<file path="src/rtl/sarb_pkg.sv">
// Shared types for the single-slave arbiter.
// Assumes: parking policy is carried as a 2-bit code; code 2'b11 is unused.
package sarb_pkg;

    typedef enum logic [1:0] {
        ST_IDLE = 2'b00,   // no access running
        ST_WAIT = 2'b01,   // penalty cycle for a newly connected master
        ST_BUSY = 2'b10    // connected master's access in progress
    } sarb_state_e;

    localparam logic [1:0] PARK_NONE  = 2'b00;
    localparam logic [1:0] PARK_LAST  = 2'b01;
    localparam logic [1:0] PARK_FIXED = 2'b10;

endpackage

</file>
<file path="src/rtl/sarb_cfg_reg.sv">
// Configuration sampling registers.
// Captures every configuration input each cycle so arbitration and parking
// decisions use a stable copy. Assumes software drives these quasi-statically.
module sarb_cfg_reg #(
    parameter int N_MST  = 16,
    parameter int PRIO_W = 2,
    parameter int SEL_W  = 4
) (
    input  logic                    clk,
    input  logic                    rst_n,
    input  logic                    prio_mode_i,
    input  logic [N_MST*PRIO_W-1:0] prio_i,
    input  logic [1:0]              park_mode_i,
    input  logic [SEL_W-1:0]        park_sel_i,
    output logic                    prio_mode_q,
    output logic [N_MST*PRIO_W-1:0] prio_q,
    output logic [1:0]              park_mode_q,
    output logic [SEL_W-1:0]        park_sel_q
);
    import sarb_pkg::*;

    // Sample configuration; reset gives round-robin, no parking, index 0.
    always_ff @(posedge clk) begin
        if (!rst_n) begin
            prio_mode_q <= 1'b0;
            prio_q      <= '0;
            park_mode_q <= PARK_NONE;
            park_sel_q  <= '0;
        end else begin
            prio_mode_q <= prio_mode_i;
            prio_q      <= prio_i;
            park_mode_q <= park_mode_i;
            park_sel_q  <= park_sel_i;
        end
    end

endmodule

</file>
<file path="src/rtl/sarb_pick.sv">
// Winner selection among pending requests.
// Computes a round-robin winner (search from pointer+1, wrapping) and a
// fixed-priority winner (largest value, lowest index on ties), then selects
// one by mode. Purely combinational; assumes N_MST >= 2.
module sarb_pick #(
    parameter int N_MST  = 16,
    parameter int PRIO_W = 2,
    parameter int IDX_W  = $clog2(N_MST)
) (
    input  logic [N_MST-1:0]        req_i,
    input  logic                    prio_mode_i,
    input  logic [N_MST*PRIO_W-1:0] prio_i,
    input  logic [IDX_W-1:0]        ptr_i,
    output logic [IDX_W-1:0]        win_idx_o,
    output logic                    win_vld_o
);
    logic [PRIO_W-1:0] prio_a [N_MST];
    logic [IDX_W-1:0]  rr_idx;
    logic [IDX_W-1:0]  fp_idx;
    logic              rr_found;
    logic              fp_found;
    logic [PRIO_W-1:0] fp_best;
    int                cand;

    // Unpack the flat priority vector into one field per master.
    for (genvar g = 0; g < N_MST; g++) begin : g_prio
        assign prio_a[g] = prio_i[g*PRIO_W +: PRIO_W];
    end

    // Round-robin search starting after the pointer, wrapping at N_MST.
    always_comb begin
        rr_idx   = '0;
        rr_found = 1'b0;
        cand     = 0;
        for (int off = 1; off <= N_MST; off++) begin
            cand = int'(ptr_i) + off;
            if (cand >= N_MST) cand = cand - N_MST;
            if (!rr_found && req_i[cand]) begin
                rr_found = 1'b1;
                rr_idx   = IDX_W'(cand);
            end
        end
    end

    // Fixed-priority search: strict compare keeps the lowest index on ties.
    always_comb begin
        fp_idx   = '0;
        fp_found = 1'b0;
        fp_best  = '0;
        for (int i = 0; i < N_MST; i++) begin
            if (req_i[i] && (!fp_found || prio_a[i] > fp_best)) begin
                fp_found = 1'b1;
                fp_best  = prio_a[i];
                fp_idx   = IDX_W'(i);
            end
        end
    end

    // Select the winner for the configured arbitration type.
    always_comb begin
        win_vld_o = |req_i;
        win_idx_o = prio_mode_i ? fp_idx : rr_idx;
    end

endmodule

</file>
<file path="src/rtl/sarb_park.sv">
// Idle parking target.
// Given the policy code, the fixed index and the current connection, returns
// where the port should be connected when no request is pending.
module sarb_park #(
    parameter int N_MST = 16,
    parameter int SEL_W = 4,
    parameter int IDX_W = $clog2(N_MST)
) (
    input  logic [1:0]       mode_i,
    input  logic [SEL_W-1:0] sel_i,
    input  logic [IDX_W-1:0] cur_idx_i,
    input  logic             cur_vld_i,
    output logic [IDX_W-1:0] park_idx_o,
    output logic             park_vld_o
);
    import sarb_pkg::*;

    logic sel_ok;

    // Fixed index is usable only when it names an existing master.
    always_comb sel_ok = int'(sel_i) < N_MST;

    // Decode policy; the unused code falls back to no parking.
    always_comb begin
        park_idx_o = '0;
        park_vld_o = 1'b0;
        case (mode_i)
            PARK_LAST: begin
                park_idx_o = cur_idx_i;
                park_vld_o = cur_vld_i;
            end
            PARK_FIXED: begin
                if (sel_ok) begin
                    park_idx_o = IDX_W'(sel_i);
                    park_vld_o = 1'b1;
                end
            end
            default: begin
                park_idx_o = '0;
                park_vld_o = 1'b0;
            end
        endcase
    end

endmodule

</file>
<file path="src/rtl/slave_port_arbiter.sv">
// Arbiter for one slave port of a multi-master interconnect.
// Connects one master at a time, re-arbitrates only on end-of-access, charges
// one penalty cycle to a master that was not already connected and parks the
// idle port per policy. Assumes access_done_i pulses only while xfer_o is high.
module slave_port_arbiter #(
    parameter int N_MST  = 16,
    parameter int PRIO_W = 2,
    parameter int SEL_W  = 4
) (
    input  logic                       clk,
    input  logic                       rst_n,
    input  logic [N_MST-1:0]           req_i,
    input  logic                       access_done_i,
    input  logic                       cfg_prio_mode_i,
    input  logic [N_MST*PRIO_W-1:0]    cfg_prio_i,
    input  logic [1:0]                 cfg_park_mode_i,
    input  logic [SEL_W-1:0]           cfg_park_sel_i,
    output logic [N_MST-1:0]           gnt_o,
    output logic [$clog2(N_MST)-1:0]   owner_o,
    output logic                       owner_vld_o,
    output logic                       xfer_o,
    output logic                       penalty_o
);
    import sarb_pkg::*;

    localparam int IDX_W = $clog2(N_MST);

    sarb_state_e            state_q, state_d;
    logic [IDX_W-1:0]       owner_q, owner_d;
    logic                   vld_q, vld_d;
    logic [IDX_W-1:0]       ptr_q, ptr_d;

    logic                    prio_mode_q;
    logic [N_MST*PRIO_W-1:0] prio_q;
    logic [1:0]              park_mode_q;
    logic [SEL_W-1:0]        park_sel_q;

    logic [IDX_W-1:0]       win_idx;
    logic                   win_vld;
    logic [IDX_W-1:0]       park_idx;
    logic                   park_vld;

    sarb_cfg_reg #(.N_MST(N_MST), .PRIO_W(PRIO_W), .SEL_W(SEL_W)) u_cfg (
        .clk         (clk),
        .rst_n       (rst_n),
        .prio_mode_i (cfg_prio_mode_i),
        .prio_i      (cfg_prio_i),
        .park_mode_i (cfg_park_mode_i),
        .park_sel_i  (cfg_park_sel_i),
        .prio_mode_q (prio_mode_q),
        .prio_q      (prio_q),
        .park_mode_q (park_mode_q),
        .park_sel_q  (park_sel_q)
    );

    sarb_pick #(.N_MST(N_MST), .PRIO_W(PRIO_W), .IDX_W(IDX_W)) u_pick (
        .req_i       (req_i),
        .prio_mode_i (prio_mode_q),
        .prio_i      (prio_q),
        .ptr_i       (ptr_q),
        .win_idx_o   (win_idx),
        .win_vld_o   (win_vld)
    );

    sarb_park #(.N_MST(N_MST), .SEL_W(SEL_W), .IDX_W(IDX_W)) u_park (
        .mode_i     (park_mode_q),
        .sel_i      (park_sel_q),
        .cur_idx_i  (owner_q),
        .cur_vld_i  (vld_q),
        .park_idx_o (park_idx),
        .park_vld_o (park_vld)
    );

    // Next connection, state and round-robin pointer.
    always_comb begin
        state_d = state_q;
        owner_d = owner_q;
        vld_d   = vld_q;
        ptr_d   = ptr_q;
        case (state_q)
            ST_IDLE: begin
                if (win_vld) begin
                    if (vld_q && req_i[owner_q]) begin
                        state_d = ST_BUSY;
                        ptr_d   = owner_q;
                    end else begin
                        state_d = ST_WAIT;
                        owner_d = win_idx;
                        vld_d   = 1'b1;
                        ptr_d   = win_idx;
                    end
                end else begin
                    owner_d = park_idx;
                    vld_d   = park_vld;
                end
            end
            ST_WAIT: state_d = ST_BUSY;
            ST_BUSY: begin
                if (access_done_i) begin
                    if (win_vld) begin
                        owner_d = win_idx;
                        vld_d   = 1'b1;
                        ptr_d   = win_idx;
                        state_d = (win_idx == owner_q) ? ST_BUSY : ST_WAIT;
                    end else begin
                        state_d = ST_IDLE;
                        owner_d = park_idx;
                        vld_d   = park_vld;
                    end
                end
            end
            default: begin
                state_d = ST_IDLE;
                vld_d   = 1'b0;
            end
        endcase
    end

    // State registers; reset leaves the port disconnected, pointer at 0.
    always_ff @(posedge clk) begin
        if (!rst_n) begin
            state_q <= ST_IDLE;
            owner_q <= '0;
            vld_q   <= 1'b0;
            ptr_q   <= '0;
        end else begin
            state_q <= state_d;
            owner_q <= owner_d;
            vld_q   <= vld_d;
            ptr_q   <= ptr_d;
        end
    end

    // Decode the connection into a one-hot grant.
    for (genvar g = 0; g < N_MST; g++) begin : g_gnt
        assign gnt_o[g] = vld_q && (owner_q == IDX_W'(g));
    end

    // Status outputs from the registered state.
    always_comb begin
        owner_o     = owner_q;
        owner_vld_o = vld_q;
        xfer_o      = (state_q == ST_BUSY);
        penalty_o   = (state_q == ST_WAIT);
    end

endmodule

</file>
<file path="config.mk">
export PLATFORM = sky130hd
export DESIGN_NAME = slave_port_arbiter
export DESIGN_NICKNAME = d
export VERILOG_FILES = /design/src/rtl/sarb_pkg.sv /design/src/rtl/sarb_cfg_reg.sv /design/src/rtl/sarb_pick.sv /design/src/rtl/sarb_park.sv /design/src/rtl/slave_port_arbiter.sv
export SDC_FILE = /design/constraint.sdc
export NUM_CORES = 1
export LEC_CHECK = 0
export BUFFER_PORTS_ARGS = -buffer_cell sky130_fd_sc_hd__buf_2
export CELL_PAD_IN_SITES_DETAIL_PLACEMENT = 1
export CELL_PAD_IN_SITES_GLOBAL_PLACEMENT = 2
export CORE_AREA = 2 2 129 131
export CTS_CLUSTER_SIZE = 40
export DETAILED_ROUTE_END_ITERATION = 6
export DIE_AREA = 0 0 131 133
export GPL_TIMING_DRIVEN = 0
export PLACE_DENSITY_LB_ADDON = 0.1
export SLEW_MARGIN = 40
export SYNTH_ARGS = -nofsm -noshare
export SYNTH_HDL_FRONTEND = slang
export SYNTH_SLANG_ARGS = --single-unit
</file>
<file path="constraint.sdc">
create_clock -name clk -period 38.1 [get_ports clk]
set_clock_uncertainty 0.05 [all_clocks]
set_input_delay 5.715 -clock clk [delete_from_list [all_inputs] [get_ports clk]]
set_output_delay 5.715 -clock clk [all_outputs]
set_load 0.05 [all_outputs]
</file>
==> results of run 1 <==
==> stage by stage <==
step	hold slack (ns)	utilization, %	setup slack, ns	power [mW]	cell area [µm²]
2_1_floorplan	0.446	-	14.84	0.425	6180
3_3_place_gp	0.470	42.3	11.79	0.524	6850
3_5_place_dp	0.474	42.3	11.21	0.535	6850
4_1_cts	0.509	43.3	11.47	0.587	7000
5_1_grt	0.542	43.3	9.40	0.633	7000
6_report	0.508	43.3	11.54	0.587	7010
==> power breakdown <==
part	internal [mW]	switching (mW)
logic	0.195	0.278
registers	0.0591	0.00691
clock network	0.0250	0.0232
==> placed cells by master (no fill, tap or decap), types with 4 or more instances in the layout <==
| cell | instances |
|---|---|
| a211oi_1 | 6 |
| a21boi_1 | 5 |
| a21o_1 | 5 |
| a21oi_1 | 43 |
| a22oi_1 | 10 |
| a31oi_1 | 9 |
| and2_1 | 47 |
| and3_1 | 8 |
| buf_2 | 84 |
| buf_6 | 6 |
| clkbuf_1 | 23 |
| clkbuf_16 | 5 |
| clkbuf_8 | 4 |
| dfxtp_1 | 50 |
| ha_1 | 27 |
| inv_1 | 48 |
| mux2_2 | 18 |
| mux2i_1 | 27 |
| mux4_2 | 35 |
| nand2_1 | 62 |
| nand2b_1 | 9 |
| nand3_1 | 24 |
| nand3b_1 | 4 |
| nor2_1 | 65 |
| nor2b_1 | 6 |
| nor3_1 | 23 |
| nor4_1 | 5 |
| o211ai_1 | 10 |
| o21a_1 | 11 |
| o21ai_0 | 27 |
| o31a_1 | 4 |
| o31ai_1 | 5 |
| or2_2 | 5 |
| xnor2_1 | 6 |
| xnor2_2 | 5 |
| xor2_1 | 6 |
==> per-layer routing <==
layer	GRT usage [%]	vias to the layer above
met3	3.28	22
met5	0	-
li1	-	2908
met4	5.44	0
met1	35.0	3047
met2	40.2	159
==> worst max-delay path by stage <==
stage | end | cells past startpoint | startpoint
floorplan | state_q[1]$_SDFFE_PN0P_ | 100 | req_i[0]
global placement | state_q[1]$_SDFFE_PN0P_ | 101 | req_i[0]
detailed placement | state_q[1]$_SDFFE_PN0P_ | 102 | req_i[0]
CTS | state_q[1]$_SDFFE_PN0P_ | 102 | req_i[0]
global route | state_q[1]$_SDFFE_PN0P_ | 103 | req_i[0]
finish | state_q[1]$_SDFFE_PN0P_ | 103 | req_i[0]
==> worst min-delay path, delay by kind of cell, from the launching register on <==
| family | cells | cell delay [ns] |
|---|---|---|
| flip-flops | 1 | 0.33 |
| AO/OA/AOI/OAI | 1 | 0.06 |
| buffers and inverters | 1 | 0.13 |
==> flip-flops by register name, indices dropped and copies added (netlist names) <==
register / count
u_cfg.prio_q: 32
owner_o: 4
ptr_q: 4
u_cfg.park_sel_q: 4
state_q: 2
u_cfg.park_mode_q: 2
owner_vld_o: 1
u_cfg.prio_mode_q: 1
==> logic make-up after synthesis <==
kind of cell    count (synthesis)  synth area share, %
compound gates                182                 20.5
xor+xnor                       17                 3.02
fa+ha+maj                      29                 5.79
buf+inv                        91                 7.55
flops                          50                 16.2
mux                            87                 22.6
simple gates                  284                 24.3
==> final cells by class <==
cell class / count / area, µm²
Multi-Input combinational cell: 599 / 4710
Clock inverter: 3 / 26.3
Clock buffer: 5 / 125
Inverter: 49 / 184
Timing Repair Buffer: 79 / 395
Buffer: 42 / 283
Tap cell: 220 / 275
Sequential cell: 50 / 1000
Fill cell: 2003 / 9170
Antenna cell: 1 / 2.50
==> results.txt, run 1 <==
Worst supply voltage drop on vdd - 0.0295 mV
Required @ worst endpoint - 38.31 ns
Total power per unit cell area - 83.7 mW/mm²
Maximum level of the CTS H-tree - 2
Path depth of the worst reg2reg path - 101
Number of antenna violations at the first check in global routing - 0
Worst endpoint data arrival time - 26.77 ns
Total length of routed met3 wires - 918 µm
Sink of the worst hold path - state_q[0]$_SDFFE_PN0P_
CTS tree - done
Total Die Area - 0.0174 mm²
Critical path type - in2reg
Setup TNS after final layout - 0 ns
Floorplan row count - 47
Period Utilization, post-route - 69.7%
Setup violation total in the final timing report - 0
Number of flip-flops and latches in the synthesized netlist - 50
Post-CTS setup buffers - 0
Tightest slew margin relative to the limit - 47.7%
Type of element capturing the critical path - flip-flop
Number of gates resized after cts - 0
Final weighted congestion in routability-driven placement - 0.914
Clock network latency to the later pin of the worst-skew pair - 0.31 ns
Die width - 131 µm
Most numerous cell in the Yosys netlist - nor2_1
Worst path slowest cell - o21ai_0
Root Buffer - clkbuf_16
Clock buffers created by TritonCTS - 5
YS warnings - 0
Post-synth EDFFs - 0
RSZ-0062 raised after global routing - false
Max-slew violations - 0
Peak clock frequency supported by timing - 37.7 MHz
Register-to-register path setup slack - 17.25 ns
Post-DRT Antenna Nets - 0
Post-synth top area cell - dfxtp_1
Crit Path Max Fanout - 10
Commonest cells post-synth - nor2_1, nand2_1, dfxtp_1
Fraction of layout cells with a size suffix above 1 - 23.7%
Non-filler instance count after layout - 1,048
Count of mapped cells out of synthesis - 740
Final hold vios - 0
Most used DFF post-synth - dfxtp_1
Count of buffering cells on the critical path with inverters included - 3
Largest stage delay on the critical path - 0.48 ns
First-pass DRT Iterations - 5
Clock edge transition at the registers on the reported setup and hold paths - 0.08 ns
Number of placed cells counting well taps - 1,039
Avg Synthesized Cell Area - 8.35 µm²
Cell repeated most along the worst path - nor2_1
Wire length of the first global-routing pass - 33.9 mm
Seq/Total Area, Yosys - 16.2%
Routed length per placed instance - 20.1 µm
Total of buffers placed on input and output ports - 79
CTS sink count - 50
Post-synthesis async set-or-reset flop share - 0%
Net count, final - 911
Fraction of synthesized cell area taken by the top area cell type - 16.2%
Count of boundary I/O pins - 81
Synth top area cells - dfxtp_1, mux4_2, ha_1
Sum of routed wire length over all layers - 21.0 mm
Via count of the first global-routing pass - 6,310
CTS Hold Bufs - 0
Start point of the worst hold path - state_q[1]$_SDFFE_PN0P_
Iteration-0 DRC Markers - 318
Placed wire-length estimate - 17.1 mm
Largest delay contributor family on the critical path - compound AO/OA/AOI/OAI gates
Cell leakage power - 2.92 nW
Total standard cell area after synthesis - 0.00618 mm²
Topmost layer with routed signal wires - met4
Run status - completed
Critical path launch point type - primary input
Count of cell types in the netlist - 95
Final period demand of the worst path - 26.56 ns
Worst reg2reg path endpoint - state_q[1]$_SDFFE_PN0P_
Hold/Removal Path Class - reg2reg
Via density - 5.85
CTS Buffer Depth - 2
Number of cells on the worst hold path - 2
Net count after synthesis - 825
Worst slew pin tran - 0.765 ns
Chip Height - 133 µm
Aggregate global-route resource usage - 24.8%
Largest net degree at the start of global routing - 19
Synth-to-layout area growth - 13.4%
Maximum Capacitance Violations - 0
Core region area - 0.0162 mm²
Met1 Routed Length - 9.96 mm
Initial Util - 38.2%
Via Count - 6,136
Reg2reg start - u_cfg.prio_q[1]$_SDFF_PN0_
Number of remaining DRC errors - 0
Routed length on met2 - 9.84 mm
Remaining Overflow, GRT - 0
No activity file was read; power rests on OpenSTA's default activity.
==> run 2, diff against run 1 <==
Settings changed: CORE_AREA 2 2 129 131 to 2 2 142 144, DIE_AREA 0 0 131 133 to 0 0 144 146.
Clock period 38.1 ns to 24.2 ns, I/O delays scaled along.
==> results.txt, run 2 (synthesis results as in run 1) <==
Largest net degree at the start of global routing - 18
Tightest slew margin relative to the limit - 51.4%
Final Power - 957 µW
Worst endpoint data arrival time - 22.69 ns
Period Utilization, post-route - 93.1%
Root Buffer - clkbuf_16
Maximum level of the CTS H-tree - 2
Chip Height - 146 µm
Aggregate global-route resource usage - 21.0%
Worst supply voltage drop on vdd - 0.0430 mV
Finished layout cell area - 0.00728 mm²
Placed wire-length estimate - 17.8 mm
Count of buffering cells on the critical path with inverters included - 2
Peak clock frequency supported by timing - 44.4 MHz
Worst slew pin tran - 0.726 ns
Sum of routed wire length over all layers - 21.8 mm
Total power per unit cell area - 132 mW/mm²
Cell leakage power - 3.00 nW
Final weighted congestion in routability-driven placement - 0.897
Worst path slowest cell - o31a_1
Number of antenna violations at the first check in global routing - 0
Via count of the first global-routing pass - 6,279
Remaining Overflow, GRT - 0
Iteration-0 DRC Markers - 314
Run status - completed
Die width - 144 µm
Floorplan row count - 51
Initial Util - 31.9%
Critical path launch point type - primary input
CTS sink count - 50
Largest stage delay on the critical path - 0.39 ns
CTS tree - done
Count of boundary I/O pins - 81
Leading cell type in the layout, fill and taps excluded - buf_2
Clock buffers created by TritonCTS - 5
Via density - 5.53
Clock network latency to the later pin of the worst-skew pair - 0.31 ns
Total Die Area - 0.0210 mm²
Core region area - 0.0193 mm²
Hold/Removal Path Class - reg2reg
Type of element capturing the critical path - flip-flop
Setup slack after layout - 1.67 ns
Total of buffers placed on input and output ports - 79
Number of remaining DRC errors - 0
CTS Buffer Depth - 2
Final period demand of the worst path - 22.53 ns
Wire length of the first global-routing pass - 34.7 mm
Clock edge transition at the registers on the reported setup and hold paths - 0.08 ns
Worst setup slack after placement - -0.771 ns
Net count, final - 921
Routed length per placed instance - 19.8 µm
Largest reg by FF count - u_cfg.prio_q
Commonest non-fill, non-tap cells in the layout - buf_2, nor2_1, nand2_1
Max-slew violations - 0
Via Count - 6,097
Required @ worst endpoint - 24.36 ns
Largest delay contributor family on the critical path - compound AO/OA/AOI/OAI gates
Final hold vios - 0
Final Hold Slack - 0.479 ns
Cell repeated most along the worst path - nor2_1
Critical path type - in2reg
Maximum Capacitance Violations - 0
Max reg flops - 32
Fraction of layout cells with a size suffix above 1 - 27.4%
Synth-to-layout area growth - 17.8%
Crit Path Max Fanout - 13
Post-placement cell area - 0.00690 mm²
Post-DRT Antenna Nets - 0
Setup violation total in the final timing report - 0
First-pass DRT Iterations - 4
-- run 2: cell count changes in the layout (fill, tap and decap cells not counted), moves of 3 or more --
cell / change
nor3_1: -3
o21ai_1: +3
a21oi_2: +3
o21ai_0: -6
buf_4: +11
o21ai_2: +3
a21oi_1: -3
a31oi_1: -3
a31oi_2: +3
nor3_2: +3
-- run 2: worst paths after layout --
kind / slack [ns] / depth (start not counted) / start / end
max: 1.67 / 103 / req_i[0] / state_q[1]$_SDFFE_PN0P_
min reg2reg: 0.48 / 2 / u_cfg.park_sel_q[1]$_SDFF_PN0_ / owner_o[1]$_SDFFE_PN0P_
min: 0.48 / 2 / u_cfg.park_sel_q[1]$_SDFF_PN0_ / owner_o[1]$_SDFFE_PN0P_
max reg2reg: 4.95 / 102 / u_cfg.prio_q[1]$_SDFF_PN0_ / state_q[1]$_SDFFE_PN0P_
-- run 2: final cells by class --
cell class / count / area [µm²]
Fill cell: 2341 / 12100
Multi-Input combinational cell: 599 / 4830
Sequential cell: 50 / 1000
Timing Repair Buffer: 90 / 480
Tap cell: 265 / 332
Buffer: 41 / 279
Inverter: 49 / 184
Clock buffer: 5 / 125
Clock inverter: 3 / 48.8
Antenna cell: 1 / 2.50
-- run 2: repair_timing --
| item | in CTS | in global routing |
|---|---|---|
| endpoints found under the setup margin | 8 | 10 |
| pin swaps | 0 | 8 |
| cloned | 0 | 0 |
| gates resized for setup | 2 | 29 |
| hold buffers | 0 | 0 |
| buffers inserted | 0 | 11 |
-- run 2: per-stage QoR --
| step | std cells | TNS [ns] | util [%] |
|---|---|---|---|
| 3_5_place_dp | 1084 | -5.04 | 35.7 |
| 4_1_cts | 1091 | 0 | 36.6 |
| 6_report | 1103 | 0 | 37.6 |
| 2_1_floorplan | 740 | 0 | - |
| 5_1_grt | 1102 | -0.00513 | 37.6 |
| 3_3_place_gp | 1084 | -0.748 | 35.7 |
-- run 2: tightest hold or removal path, cell delays in order, from the launching register on --
cell,delay (ns)
dfxtp_1,0.31
a22oi_1,0.06
a21boi_1,0.13
-- run 2: power by group --
| group | switching [mW] | leakage [nW] | internal, mW |
|---|---|---|---|
| Combinational | 0.453 | 2.50 | 0.315 |
| Clock | 0.0363 | 0.0820 | 0.0496 |
| Sequential | 0.0104 | 0.416 | 0.0930 |
| Total | 0.500 | 3.00 | 0.458 |
-- run 2: routing by layer --
metal  part of all wire, %  wire [µm]  track usage, %  up-vias
met2                    48      10400            35.2      139
met5                     0          0               0        -
li1                      -          -               -     2928
met3                   3.2        699            2.30       14
met1                    48      10500            29.7     3016
met4                  0.90        197            3.14        0
